### src/rtl/opsub_pkg.sv
package opsub_pkg;
  localparam int DATA_W    = 8;
  localparam int NUM_BANKS = 4;
  localparam int IDX_W     = $clog2(NUM_BANKS);
  localparam int CYC_W     = 3;

  typedef enum logic [2:0] {FX_NONE, FX_LOADI, FX_PUSH, FX_PULL, FX_SWAP} fx_kind_t;
  typedef enum logic [1:0] {BS_NONE, BS_PREFIX, BS_INLINE} bsel_kind_t;

  typedef struct packed {
    logic [DATA_W-1:0] cpu_op;
    fx_kind_t          fx;
    bsel_kind_t        bsel;
    logic [IDX_W-1:0]  idx;
    logic [CYC_W-1:0]  evt_cyc;
  } dec_t;

  function automatic dec_t mk_dec(logic [DATA_W-1:0] op, fx_kind_t fx, bsel_kind_t bs,
                                  logic [IDX_W-1:0] idx, logic [CYC_W-1:0] evt);
    dec_t d;
    d.cpu_op  = op;
    d.fx      = fx;
    d.bsel    = bs;
    d.idx     = idx;
    d.evt_cyc = evt;
    return d;
  endfunction

  // Recognise an extended opcode: replacement byte, side effect, target, event cycle
  function automatic dec_t decode_op(logic [DATA_W-1:0] op);
    case (op)
      8'h83: return mk_dec(8'h03, FX_NONE, BS_PREFIX, 2'd1, 3'd0);
      8'hC3: return mk_dec(8'h03, FX_NONE, BS_PREFIX, 2'd2, 3'd0);
      8'h43: return mk_dec(8'h03, FX_NONE, BS_PREFIX, 2'd3, 3'd0);
      8'hF3: return mk_dec(8'hA1, FX_NONE, BS_INLINE, 2'd2, 3'd0);
      8'hE3: return mk_dec(8'hB1, FX_NONE, BS_INLINE, 2'd2, 3'd0);
      8'hD3: return mk_dec(8'hAD, FX_NONE, BS_INLINE, 2'd2, 3'd0);
      8'hB3: return mk_dec(8'h81, FX_NONE, BS_INLINE, 2'd1, 3'd0);
      8'hA3: return mk_dec(8'h91, FX_NONE, BS_INLINE, 2'd1, 3'd0);
      8'h93: return mk_dec(8'h8D, FX_NONE, BS_INLINE, 2'd1, 3'd0);
      8'h13: return mk_dec(8'h4C, FX_SWAP, BS_NONE, 2'd3, 3'd2);
      8'h23: return mk_dec(8'h20, FX_SWAP, BS_NONE, 2'd3, 3'd5);
      8'hEB: return mk_dec(8'h60, FX_SWAP, BS_NONE, 2'd3, 3'd5);
      8'hFB: return mk_dec(8'h40, FX_SWAP, BS_NONE, 2'd3, 3'd5);
      8'h5C: return mk_dec(8'h5C, FX_SWAP, BS_NONE, 2'd3, 3'd7);
      8'h4B: return mk_dec(8'h08, FX_PUSH, BS_NONE, 2'd0, 3'd2);
      8'h6B: return mk_dec(8'h08, FX_PUSH, BS_NONE, 2'd1, 3'd2);
      8'h7B: return mk_dec(8'h08, FX_PUSH, BS_NONE, 2'd2, 3'd2);
      8'h5B: return mk_dec(8'h08, FX_PUSH, BS_NONE, 2'd3, 3'd2);
      8'h63: return mk_dec(8'h7A, FX_PULL, BS_NONE, 2'd1, 3'd3);
      8'h73: return mk_dec(8'h7A, FX_PULL, BS_NONE, 2'd2, 3'd3);
      8'h53: return mk_dec(8'h7A, FX_PULL, BS_NONE, 2'd3, 3'd3);
      8'h42: return mk_dec(8'h42, FX_LOADI, BS_NONE, 2'd1, 3'd1);
      8'hC2: return mk_dec(8'hC2, FX_LOADI, BS_NONE, 2'd2, 3'd1);
      8'hE2: return mk_dec(8'hE2, FX_LOADI, BS_NONE, 2'd3, 3'd1);
      default: return mk_dec(op, FX_NONE, BS_NONE, 2'd0, 3'd0);
    endcase
  endfunction

  // Pick one bank register out of the flattened file
  function automatic logic [DATA_W-1:0] pick_bank(logic [NUM_BANKS*DATA_W-1:0] flat,
                                                  logic [IDX_W-1:0] idx);
    return flat[idx*DATA_W +: DATA_W];
  endfunction
endpackage

### src/rtl/opsub_decoder.sv
module opsub_decoder
  import opsub_pkg::*;
(
  input  logic [DATA_W-1:0] fetch_byte,
  output dec_t              dec
);
  always_comb dec = decode_op(fetch_byte);
endmodule

### src/rtl/opsub_sequencer.sv
module opsub_sequencer
  import opsub_pkg::*;
(
  input  logic             clk,
  input  logic             rst_n,
  input  logic             sync,
  input  logic             rw,
  input  logic             in_stack,
  input  fx_kind_t         new_fx,
  input  bsel_kind_t       new_bsel,
  input  logic [IDX_W-1:0] new_idx,
  input  logic [CYC_W-1:0] new_evt,
  output logic             act_valid,
  output logic [IDX_W-1:0] act_idx,
  output logic [IDX_W-1:0] fx_idx,
  output logic             push_fire,
  output logic             capture_fire,
  output logic             swap_fire
);
  localparam logic [CYC_W-1:0] CYC_MAX = {CYC_W{1'b1}};

  fx_kind_t         fx_q;
  logic [CYC_W-1:0] evt_q;
  logic [CYC_W-1:0] cyc_q;
  logic             pend_v;
  logic [IDX_W-1:0] pend_idx;
  logic             ev_hit;

  // The scheduled cycle is reached only if no new fetch has started
  assign ev_hit       = !sync && (fx_q != FX_NONE) && (cyc_q == evt_q);
  assign push_fire    = ev_hit && (fx_q == FX_PUSH) && !rw && in_stack;
  assign capture_fire = ev_hit && rw &&
                        ((fx_q == FX_LOADI) || ((fx_q == FX_PULL) && in_stack));
  assign swap_fire    = ev_hit && (fx_q == FX_SWAP);

  always_ff @(posedge clk or negedge rst_n) begin
    if (!rst_n) begin
      fx_q      <= FX_NONE;
      evt_q     <= '0;
      fx_idx    <= '0;
      cyc_q     <= '0;
      pend_v    <= 1'b0;
      pend_idx  <= '0;
      act_valid <= 1'b0;
      act_idx   <= '0;
    end else if (sync) begin
      fx_q   <= new_fx;
      evt_q  <= new_evt;
      fx_idx <= new_idx;
      cyc_q  <= CYC_W'(1);
      case (new_bsel)
        BS_PREFIX: begin
          pend_v    <= 1'b1;
          pend_idx  <= new_idx;
          act_valid <= 1'b0;
        end
        BS_INLINE: begin
          pend_v    <= 1'b0;
          act_valid <= 1'b1;
          act_idx   <= new_idx;
        end
        default: begin
          pend_v    <= 1'b0;
          act_valid <= pend_v;
          act_idx   <= pend_idx;
        end
      endcase
    end else begin
      if (ev_hit) fx_q <= FX_NONE;
      if (cyc_q != CYC_MAX) cyc_q <= cyc_q + CYC_W'(1);
    end
  end
endmodule

### src/rtl/opsub_bank_file.sv
module opsub_bank_file
  import opsub_pkg::*;
(
  input  logic                          clk,
  input  logic                          rst_n,
  input  logic                          wr_en,
  input  logic [IDX_W-1:0]              wr_idx,
  input  logic [DATA_W-1:0]             wr_data,
  input  logic                          swap_en,
  output logic [NUM_BANKS*DATA_W-1:0]   bank_flat
);
  localparam int SWAP_HI = NUM_BANKS - 1;

  logic [DATA_W-1:0] bank_q [NUM_BANKS];

  for (genvar g = 0; g < NUM_BANKS; g++) begin : g_bank
    always_ff @(posedge clk or negedge rst_n) begin
      if (!rst_n) begin
        bank_q[g] <= '0;
      end else if (swap_en && (g == 0)) begin
        bank_q[g] <= bank_q[SWAP_HI];
      end else if (swap_en && (g == SWAP_HI)) begin
        bank_q[g] <= bank_q[0];
      end else if (wr_en && (wr_idx == IDX_W'(g))) begin
        bank_q[g] <= wr_data;
      end
    end
    assign bank_flat[g*DATA_W +: DATA_W] = bank_q[g];
  end
endmodule

### src/rtl/opsub_bank_unit.sv
module opsub_bank_unit
  import opsub_pkg::*;
#(
  parameter int          ADDR_W     = 16,
  parameter logic [7:0]  STACK_PAGE = 8'h01
)(
  input  logic              clk,
  input  logic              rst_n,
  input  logic [ADDR_W-1:0] cpu_addr,
  input  logic              cpu_rw,
  input  logic              cpu_sync,
  input  logic [DATA_W-1:0] mem_rdata,
  output logic [DATA_W-1:0] cpu_rdata,
  input  logic [DATA_W-1:0] cpu_wdata,
  output logic [DATA_W-1:0] mem_wdata,
  output logic [DATA_W-1:0] bank_out
);
  localparam logic [ADDR_W-1:0] PAGE_MASK  = ~ADDR_W'(255);
  localparam logic [ADDR_W-1:0] STACK_BASE = ADDR_W'(STACK_PAGE) << 8;

  function automatic logic is_stack(logic [ADDR_W-1:0] a);
    return (a & PAGE_MASK) == STACK_BASE;
  endfunction

  dec_t                        dec;
  logic                        in_stack;
  logic                        act_valid;
  logic [IDX_W-1:0]            act_idx;
  logic [IDX_W-1:0]            fx_idx;
  logic                        push_fire;
  logic                        capture_fire;
  logic                        swap_fire;
  logic [NUM_BANKS*DATA_W-1:0] bank_flat;

  assign in_stack = is_stack(cpu_addr);

  opsub_decoder u_dec (
    .fetch_byte (mem_rdata),
    .dec        (dec)
  );

  opsub_sequencer u_seq (
    .clk          (clk),
    .rst_n        (rst_n),
    .sync         (cpu_sync),
    .rw           (cpu_rw),
    .in_stack     (in_stack),
    .new_fx       (dec.fx),
    .new_bsel     (dec.bsel),
    .new_idx      (dec.idx),
    .new_evt      (dec.evt_cyc),
    .act_valid    (act_valid),
    .act_idx      (act_idx),
    .fx_idx       (fx_idx),
    .push_fire    (push_fire),
    .capture_fire (capture_fire),
    .swap_fire    (swap_fire)
  );

  opsub_bank_file u_banks (
    .clk       (clk),
    .rst_n     (rst_n),
    .wr_en     (capture_fire),
    .wr_idx    (fx_idx),
    .wr_data   (mem_rdata),
    .swap_en   (swap_fire),
    .bank_flat (bank_flat)
  );

  assign cpu_rdata = cpu_sync ? dec.cpu_op : mem_rdata;
  assign mem_wdata = push_fire ? pick_bank(bank_flat, fx_idx) : cpu_wdata;
  assign bank_out  = (!cpu_sync && act_valid) ? pick_bank(bank_flat, act_idx)
                                              : pick_bank(bank_flat, '0);
endmodule

### config.mk
export PLATFORM = sky130hd
export DESIGN_NAME = opsub_bank_unit
export DESIGN_NICKNAME = d
export VERILOG_FILES = /design/src/rtl/opsub_pkg.sv /design/src/rtl/opsub_decoder.sv /design/src/rtl/opsub_sequencer.sv /design/src/rtl/opsub_bank_file.sv /design/src/rtl/opsub_bank_unit.sv
export SDC_FILE = /design/constraint.sdc
export NUM_CORES = 1
export LEC_CHECK = 0
export ABC_CLOCK_PERIOD_IN_PS = 5300
export BUFFER_PORTS_ARGS = -buffer_cell sky130_fd_sc_hd__buf_2
export CAP_MARGIN = 20
export CORE_ASPECT_RATIO = 2
export CORE_MARGIN = 2
export CORE_UTILIZATION = 60
export DETAILED_ROUTE_END_ITERATION = 8
export GPL_TIMING_DRIVEN = 0
export PLACE_DENSITY = 0.85
export SLEW_MARGIN = 20
export SYNTH_ARGS = -nofsm -noshare
export SYNTH_HDL_FRONTEND = slang
export SYNTH_SLANG_ARGS = --single-unit
### constraint.sdc
create_clock -name clk -period 5.3 [get_ports clk]
set_input_delay 1.325 -clock clk [delete_from_list [all_inputs] [get_ports clk]]
set_output_delay 1.325 -clock clk [all_outputs]
set_load 0.05 [all_outputs]
==> results of run 1 <==
layout by cell type (no fill, tap or decap), types with 3 or more instances in the layout:
master	n
a21oi_1	18
buf_2	55
clkbuf_1	13
clkbuf_8	6
dfrtp_1	49
ha_1	5
inv_1	6
mux2_2	24
mux2i_1	13
mux4_2	8
nand2_1	46
nand2b_1	5
nand3_1	22
nand3b_1	3
nor2_1	25
nor2b_1	5
nor3b_1	3
o2111ai_1	4
o211ai_1	18
o21ai_0	12
o22a_1	7
o311ai_0	3
or2_2	3
xnor2_1	3
area by class of cell:
cell class / count / area, um^2
plain buffers: 26 / 126.4
clock buffers: 6 / 82.58
clock inverters: 2 / 37.54
fillers: 445 / 1625
inverters: 8 / 30.03
multi-input cells: 273 / 2022
flip-flops and latches: 49 / 1226
well taps: 60 / 75.07
repair buffers: 48 / 242.7
how the worst max path moves through the flow:
stage,start,to,slack (ns),cells after the start
after detailed placement,mem_rdata[2],cpu_rdata[1],0.78,8
after global placement,mem_rdata[2],cpu_rdata[1],0.81,8
final,mem_rdata[2],cpu_rdata[1],0.76,8
after floorplan,mem_rdata[0],cpu_rdata[2],0.70,7
after CTS,mem_rdata[2],cpu_rdata[1],0.78,8
after global routing,mem_rdata[4],cpu_rdata[1],0.68,7
metal layers:
layer / share of wire / vias up / routed length, um
met5: 0 / - / 0
met4: 0.041 / 0 / 380
met3: 0.040 / 28 / 365
met2: 0.57 / 98 / 5221
met1: 0.35 / 1496 / 3220
li1: - / 1436 / -
stage by stage:
stage / setup WS, ns / hold slack [ns]
2_1_floorplan: 0.7013 / 0.4419
3_3_place_gp: 0.8073 / 0.4603
3_5_place_dp: 0.7801 / 0.4628
4_1_cts: 0.7758 / 0.4818
5_1_grt: 0.6789 / 0.5288
6_report: 0.7560 / 0.4893
worst min-delay path, stage by stage, from the launching register on:
cell and delay, ns:
dfrtp_1 0.35, nand2_1 0.05, o21ai_0 0.06
cell families after synthesis:
family                   synth area share
AO/OA/AOI/OAI                      0.1893
buffers and inverters             0.04594
flip-flops                         0.3602
XOR/XNOR                          0.01029
AND/OR/NAND/NOR                    0.1966
adder cells (fa/ha/maj)           0.01838
multiplexers                       0.1793
where the power goes:
group          total [mW]  switching (mW)  internal [mW]
logic               0.166           0.109         0.0575
clock network       0.287           0.134          0.154
registers           0.398          0.0122          0.385
sequential cells by signal, indices dropped and copies added, names as in the netlist:
register,flops
u_seq.cyc_q,3
u_seq.evt_q,3
u_seq.pend_idx,2
u_seq.pend_v,1
u_seq.act_valid,1
u_banks.bank_flat,32
u_seq.act_idx,2
u_seq.fx_q,3
u_seq.fx_idx,2
==> metrics.md, run 1 <==
| Metric | Value |
|---|---|
| Worst-path maximum fanout | `8` |
| Hold EP | `u_seq.pend_idx[1]$_DFFE_PN0P_` |
| Most frequent cells after synthesis | `dfrtp_1, nand2_1, nor2_1` |
| Dpl hpwl | `6971 um` |
| Wire length per cell | `19.46 um` |
| Synth Warn # | `0` |
| Initial antenna violation count | `0` |
| Final core occ | `0.7027` |
| CP delay by family, top | `buffers and inverters` |
| Die width | `57.27 um` |
| Layout area overhead | `12.86%` |
| DRC | `0` |
| Layout cell share with drive strength beyond 1 | `0.2840` |
| Crit path largest cell delay | `0.42 ns` |
| Synthesized cell area | `0.003405 mm^2` |
| Top FF cell, synth | `dfrtp_1` |
| Clk_lat worst skew | `0.32 ns` |
| Area of placed instances | `0.003720 mm^2` |
| Cell Rows | `38` |
| Status | `complete, no violations` |
| Reg2reg setup slack | `3.11 ns` |
| Final ANT Viol Nets | `0` |
| Pwr/cell area | `221.6 mW/mm^2` |
| First-pass GRT wire length | `14810 um` |
| Post-Layout Cell Count | `472` |
| Pin count of the biggest net entering global routing | `50` |
| Gp weighted congestion | `0.9002` |
| Initial Util | `0.6227` |
| Met3 Use GR | `0.03864` |
| Initial detailed-routing violation count | `207` |
| Relative slew margins | `0.4681` |
| Diodes inserted | `0` |
| Met1 Use GR | `0.3261` |
| Final period util | `0.8574` |
| Most common cell in the synthesized netlist | `dfrtp_1` |
| Avg Cell Area, Syn | `9.563 um^2` |
| GRT overflow | `0` |
| Critical-path cell list | `buf_2 > inv_1 > and3_1 > clkbuf_1 > and4_1 > o31ai_4 > mux2_4 > buf_2` |
| Count of cell types in the netlist | `63` |
| Vias in the first global route | `2996` |
| Mapped Cells | `356` |
| F_max | `220.1 MHz` |
| Max clock buf depth | `2` |
| Vias per Instance | `6.479` |
| Die Height | `110.5 um` |
| Post-synth EDFFs | `0` |
| CP max-delay cell | `o31ai_4` |
| Hold Crit Start | `u_seq.pend_idx[1]$_DFFE_PN0P_` |
| Worst reg2reg path depth | `6` |
| Final Net Count | `452` |
| FFs w/ async S/R, synth | `1.000` |
| Gr usage total | `0.3052` |
| Worst Hold Path Cells | `2` |
| Sum Neg Setup Slack | `0 ns` |
| Req. time, crit path | `3.97 ns` |
| Leading area contributor after synthesis | `dfrtp_1` |
| Max_cap viols | `0` |
| Final min period | `4.544 ns` |
| Ports | `60` |
| # placed instances | `464` |
| Via count | `3058` |
| Clock-pin slew on the worst setup and hold paths | `0.08 ns` |
| Hold_buf cts | `0` |
| Die ar. | `0.006330 mm^2` |
| Top cell by count, worst path | `buf_2` |
| Share of the synthesized area in the top cell type | `0.3602` |
| Final setup skew | `0.01145 ns` |
| Grt met2 use | `0.5540` |
| Post-CTS setup buffers | `0` |
| DRT Wirelength | `9187 um` |
| Yosys reg bits | `49` |
| Total power | `0.8515 mW` |
| Post-route cell area | `0.003842 mm^2` |
| Final setup vio count | `0` |
| Critical path startpoint category | `input port` |
| Busiest layer in global routing | `met2` |
| Worst VDD drop | `0.0003596 V` |
| Worst R2R End | `u_banks.bank_flat[29]$_DFFE_PN0P_` |
| Syn nets | `397` |
| Clock root buffer master | `clkbuf_8` |
| # clock sinks | `49` |
| Num CTS Buffers | `5` |
| RSZ-0062 raised after global routing | `no` |
| Drt first pass iters | `4` |
| Lkg Pwr | `1.698 nW` |
| Seq/Total Area, Yosys | `0.3602` |
| Worst path bufs/invs | `4` |
| Resize count post-CTS | `0` |
| Critical R2R Launch | `u_seq.cyc_q[0]$_DFFE_PN0P_` |
| Critical Path Sink Type | `output pin` |
| Number of port buffers | `48` |
| CTS tree | `yes` |
| Setup CP Type | `input port to output pin` |
| Htree depth | `2` |
| Hold Fails Final Rpt | `0` |
| Core area | `0.005468 mm^2` |
| Synth top area cells | `dfrtp_1, mux2_2, mux4_2` |
| Hold Path Class | `flip-flop to flip-flop` |
| CP Data Arrival Time | `3.22 ns` |
| Final Slew Violations | `0` |
| Slew @ Worst Pin | `0.7978 ns` |
(Power assumes the default switching activity.)
==> inputs of run 2 (changes only) <==
Settings changed: CELL_PAD_IN_SITES_DETAIL_PLACEMENT from default to 2, CELL_PAD_IN_SITES_GLOBAL_PLACEMENT from default to 2, CORE_MARGIN 2 to 3, CORE_UTILIZATION 60 to 38, PLACE_DENSITY 0.85 to default, PLACE_DENSITY_LB_ADDON from default to 0.1.
==> metrics.md, run 2 (synthesis results as in run 1) <==
| Metric | Value |
|---|---|
| Die width | `72.93 um` |
| Hold Fails Final Rpt | `0` |
| # fillers | `985` |
| Clk_lat worst skew | `0.30 ns` |
| Initial detailed-routing violation count | `116` |
| Multi-input gate area | `0.002022 mm^2` |
| Cell Rows | `48` |
| Grt met2 use | `0.4900` |
| Final period util | `0.8732` |
| Htree depth | `2` |
| Hold Path Class | `flip-flop to flip-flop` |
| Layout cell share with drive strength beyond 1 | `0.2840` |
| Busiest layer in global routing | `met2` |
| Max_cap viols | `0` |
| CTS tree | `yes` |
| RSZ-0062 raised after global routing | `no` |
| Pin count of the biggest net entering global routing | `50` |
| Final ANT Viol Nets | `0` |
| Pwr/cell area | `240.1 mW/mm^2` |
| Largest register FFs | `32` |
| Setup CP Type | `input port to output pin` |
| Slew @ Worst Pin | `0.8694 ns` |
| Gp weighted congestion | `0.9375` |
| Via count | `3169` |
| Lkg Pwr | `1.725 nW` |
| Dpl hpwl | `9664 um` |
| Drt first pass iters | `4` |
| Sum Neg Setup Slack | `0 ns` |
| Initial Util | `0.3909` |
| Reg power frac | `0.421` |
| Die ar. | `0.01020 mm^2` |
| CP Data Arrival Time | `3.30 ns` |
| Met3 Use GR | `0.03109` |
| Commonest non-fill, non-tap cells in the layout | `buf_2, dfrtp_1, nand2_1, nor2_1, mux2_2` |
| Combinational Power Share | `0.185` |
| Worst-path maximum fanout | `8` |
| GRT overflow | `0` |
| Number of port buffers | `48` |
| Worst VDD drop | `0.0001700 V` |
| Final setup skew | `0.01149 ns` |
| Critical path startpoint category | `input port` |
| Internal | `0.6672 mW` |
| Critical Path Sink Type | `output pin` |
| Status | `complete, no violations` |
| Max clock buf depth | `2` |
| Clock-pin slew on the worst setup and hold paths | `0.07 ns` |
| First-pass GRT wire length | `19330 um` |
| Initial antenna violation count | `0` |
| Vias per Instance | `6.189` |
| Final setup vio count | `0` |
| Clock power share | `0.394` |
| Ports | `60` |
| Final min period | `4.628 ns` |
| Switch Pwr | `0.2792 mW` |
| Num CTS Buffers | `5` |
| Post-CTS setup buffers | `0` |
| Wire length per cell | `24.07 um` |
| Fraction of power spent switching nets | `0.2950` |
| Diodes inserted | `0` |
| # clock sinks | `49` |
| Die Height | `139.9 um` |
| Sequential cell area | `0.001226 mm^2` |
| Layout area overhead | `15.77%` |
| Resize count post-CTS | `0` |
| Met1 Use GR | `0.2553` |
| Relative slew margins | `0.4204` |
| Core area | `0.008708 mm^2` |
| Most common cell after layout, fill and taps aside | `buf_2` |
| Final Net Count | `452` |
| Vias in the first global route | `3551` |
| DRT Wirelength | `12330 um` |
| Req. time, crit path | `3.97 ns` |
| Gr usage total | `0.2541` |
| DRC | `0` |
| Final core occ | `0.4526` |
| Clock root buffer master | `clkbuf_16` |
| Final Slew Violations | `0` |
| F_max | `216.1 MHz` |
| Hold_buf cts | `0` |
-- run 2: cell types whose count changed in the layout (fill, tap and decap cells not counted), sizes merged --
cell | previous run | this run
clkbuf | 19 | 18
clkinv | 1 | 2
clkinvlp | 1 | 0
inv | 7 | 8
-- run 2: through the flow --
stage	setup WS [ns]	power [mW]	hold WS (ns)	instance area (um^2)	std cells
2_1_floorplan	0.7013	0.5203	0.4419	3405	356
3_3_place_gp	0.7334	0.5738	0.4667	3770	504
3_5_place_dp	0.6971	0.5821	0.4819	3772	504
4_1_cts	0.6956	0.9551	0.4984	3941	512
5_1_grt	0.5678	0.9893	0.5455	3941	512
6_report	0.6718	0.9464	0.4895	3941	512
-- run 2: path summary, 6_finish.rpt --
| path | endpoint | startpoint | depth (start not counted) | slack, ns |
|---|---|---|---|---|
| worst min-delay path | u_seq.pend_idx[0]$_DFFE_PN0P_ | u_seq.pend_idx[0]$_DFFE_PN0P_ | 2 | 0.49 |
| max in group asynchronous | u_seq.fx_idx[1]$_DFFE_PN0P_ | rst_n | 1 | 3.79 |
| worst max register to register | u_banks.bank_flat[7]$_DFFE_PN0P_ | u_seq.cyc_q[0]$_DFFE_PN0P_ | 6 | 2.93 |
| min in group asynchronous | u_seq.act_valid$_DFFE_PN0P_ | rst_n | 1 | 1.05 |
| worst min register to register | u_seq.pend_idx[0]$_DFFE_PN0P_ | u_seq.pend_idx[0]$_DFFE_PN0P_ | 2 | 0.49 |
| worst max-delay path | cpu_rdata[2] | mem_rdata[2] | 8 | 0.67 |
-- run 2: power groups by stage --
stage	clock network, mW	registers (mW)	logic (mW)
floorplan	0	0.402	0.119
global placement	0	0.405	0.169
detailed placement	0	0.406	0.176
CTS	0.379	0.399	0.177
global route	0.398	0.401	0.190
finish	0.373	0.399	0.175
-- run 2: metal layers --
metal  wire length, um  part of all wire
met5                 0                 0
met3               415             0.034
met1              4231              0.34
met2              7141              0.58
met4               536             0.043
-- run 2: area by class of cell --
type,count,area share
multi-input combinational,273,0.5130
sequential,49,0.3111
timing repair buffer,48,0.06159
buffer,26,0.03206
clock buffer,5,0.03175
tap,100,0.03175
clock inverter,3,0.01111
inverter,8,0.007619
-- run 2: critical path, cell delays in order --
cell and delay (ns):
buf_2 0.19, inv_1 0.11, and3_1 0.18, clkbuf_1 0.19, and4_1 0.25, o31ai_4 0.46, mux2i_1 0.29, buf_2 0.30
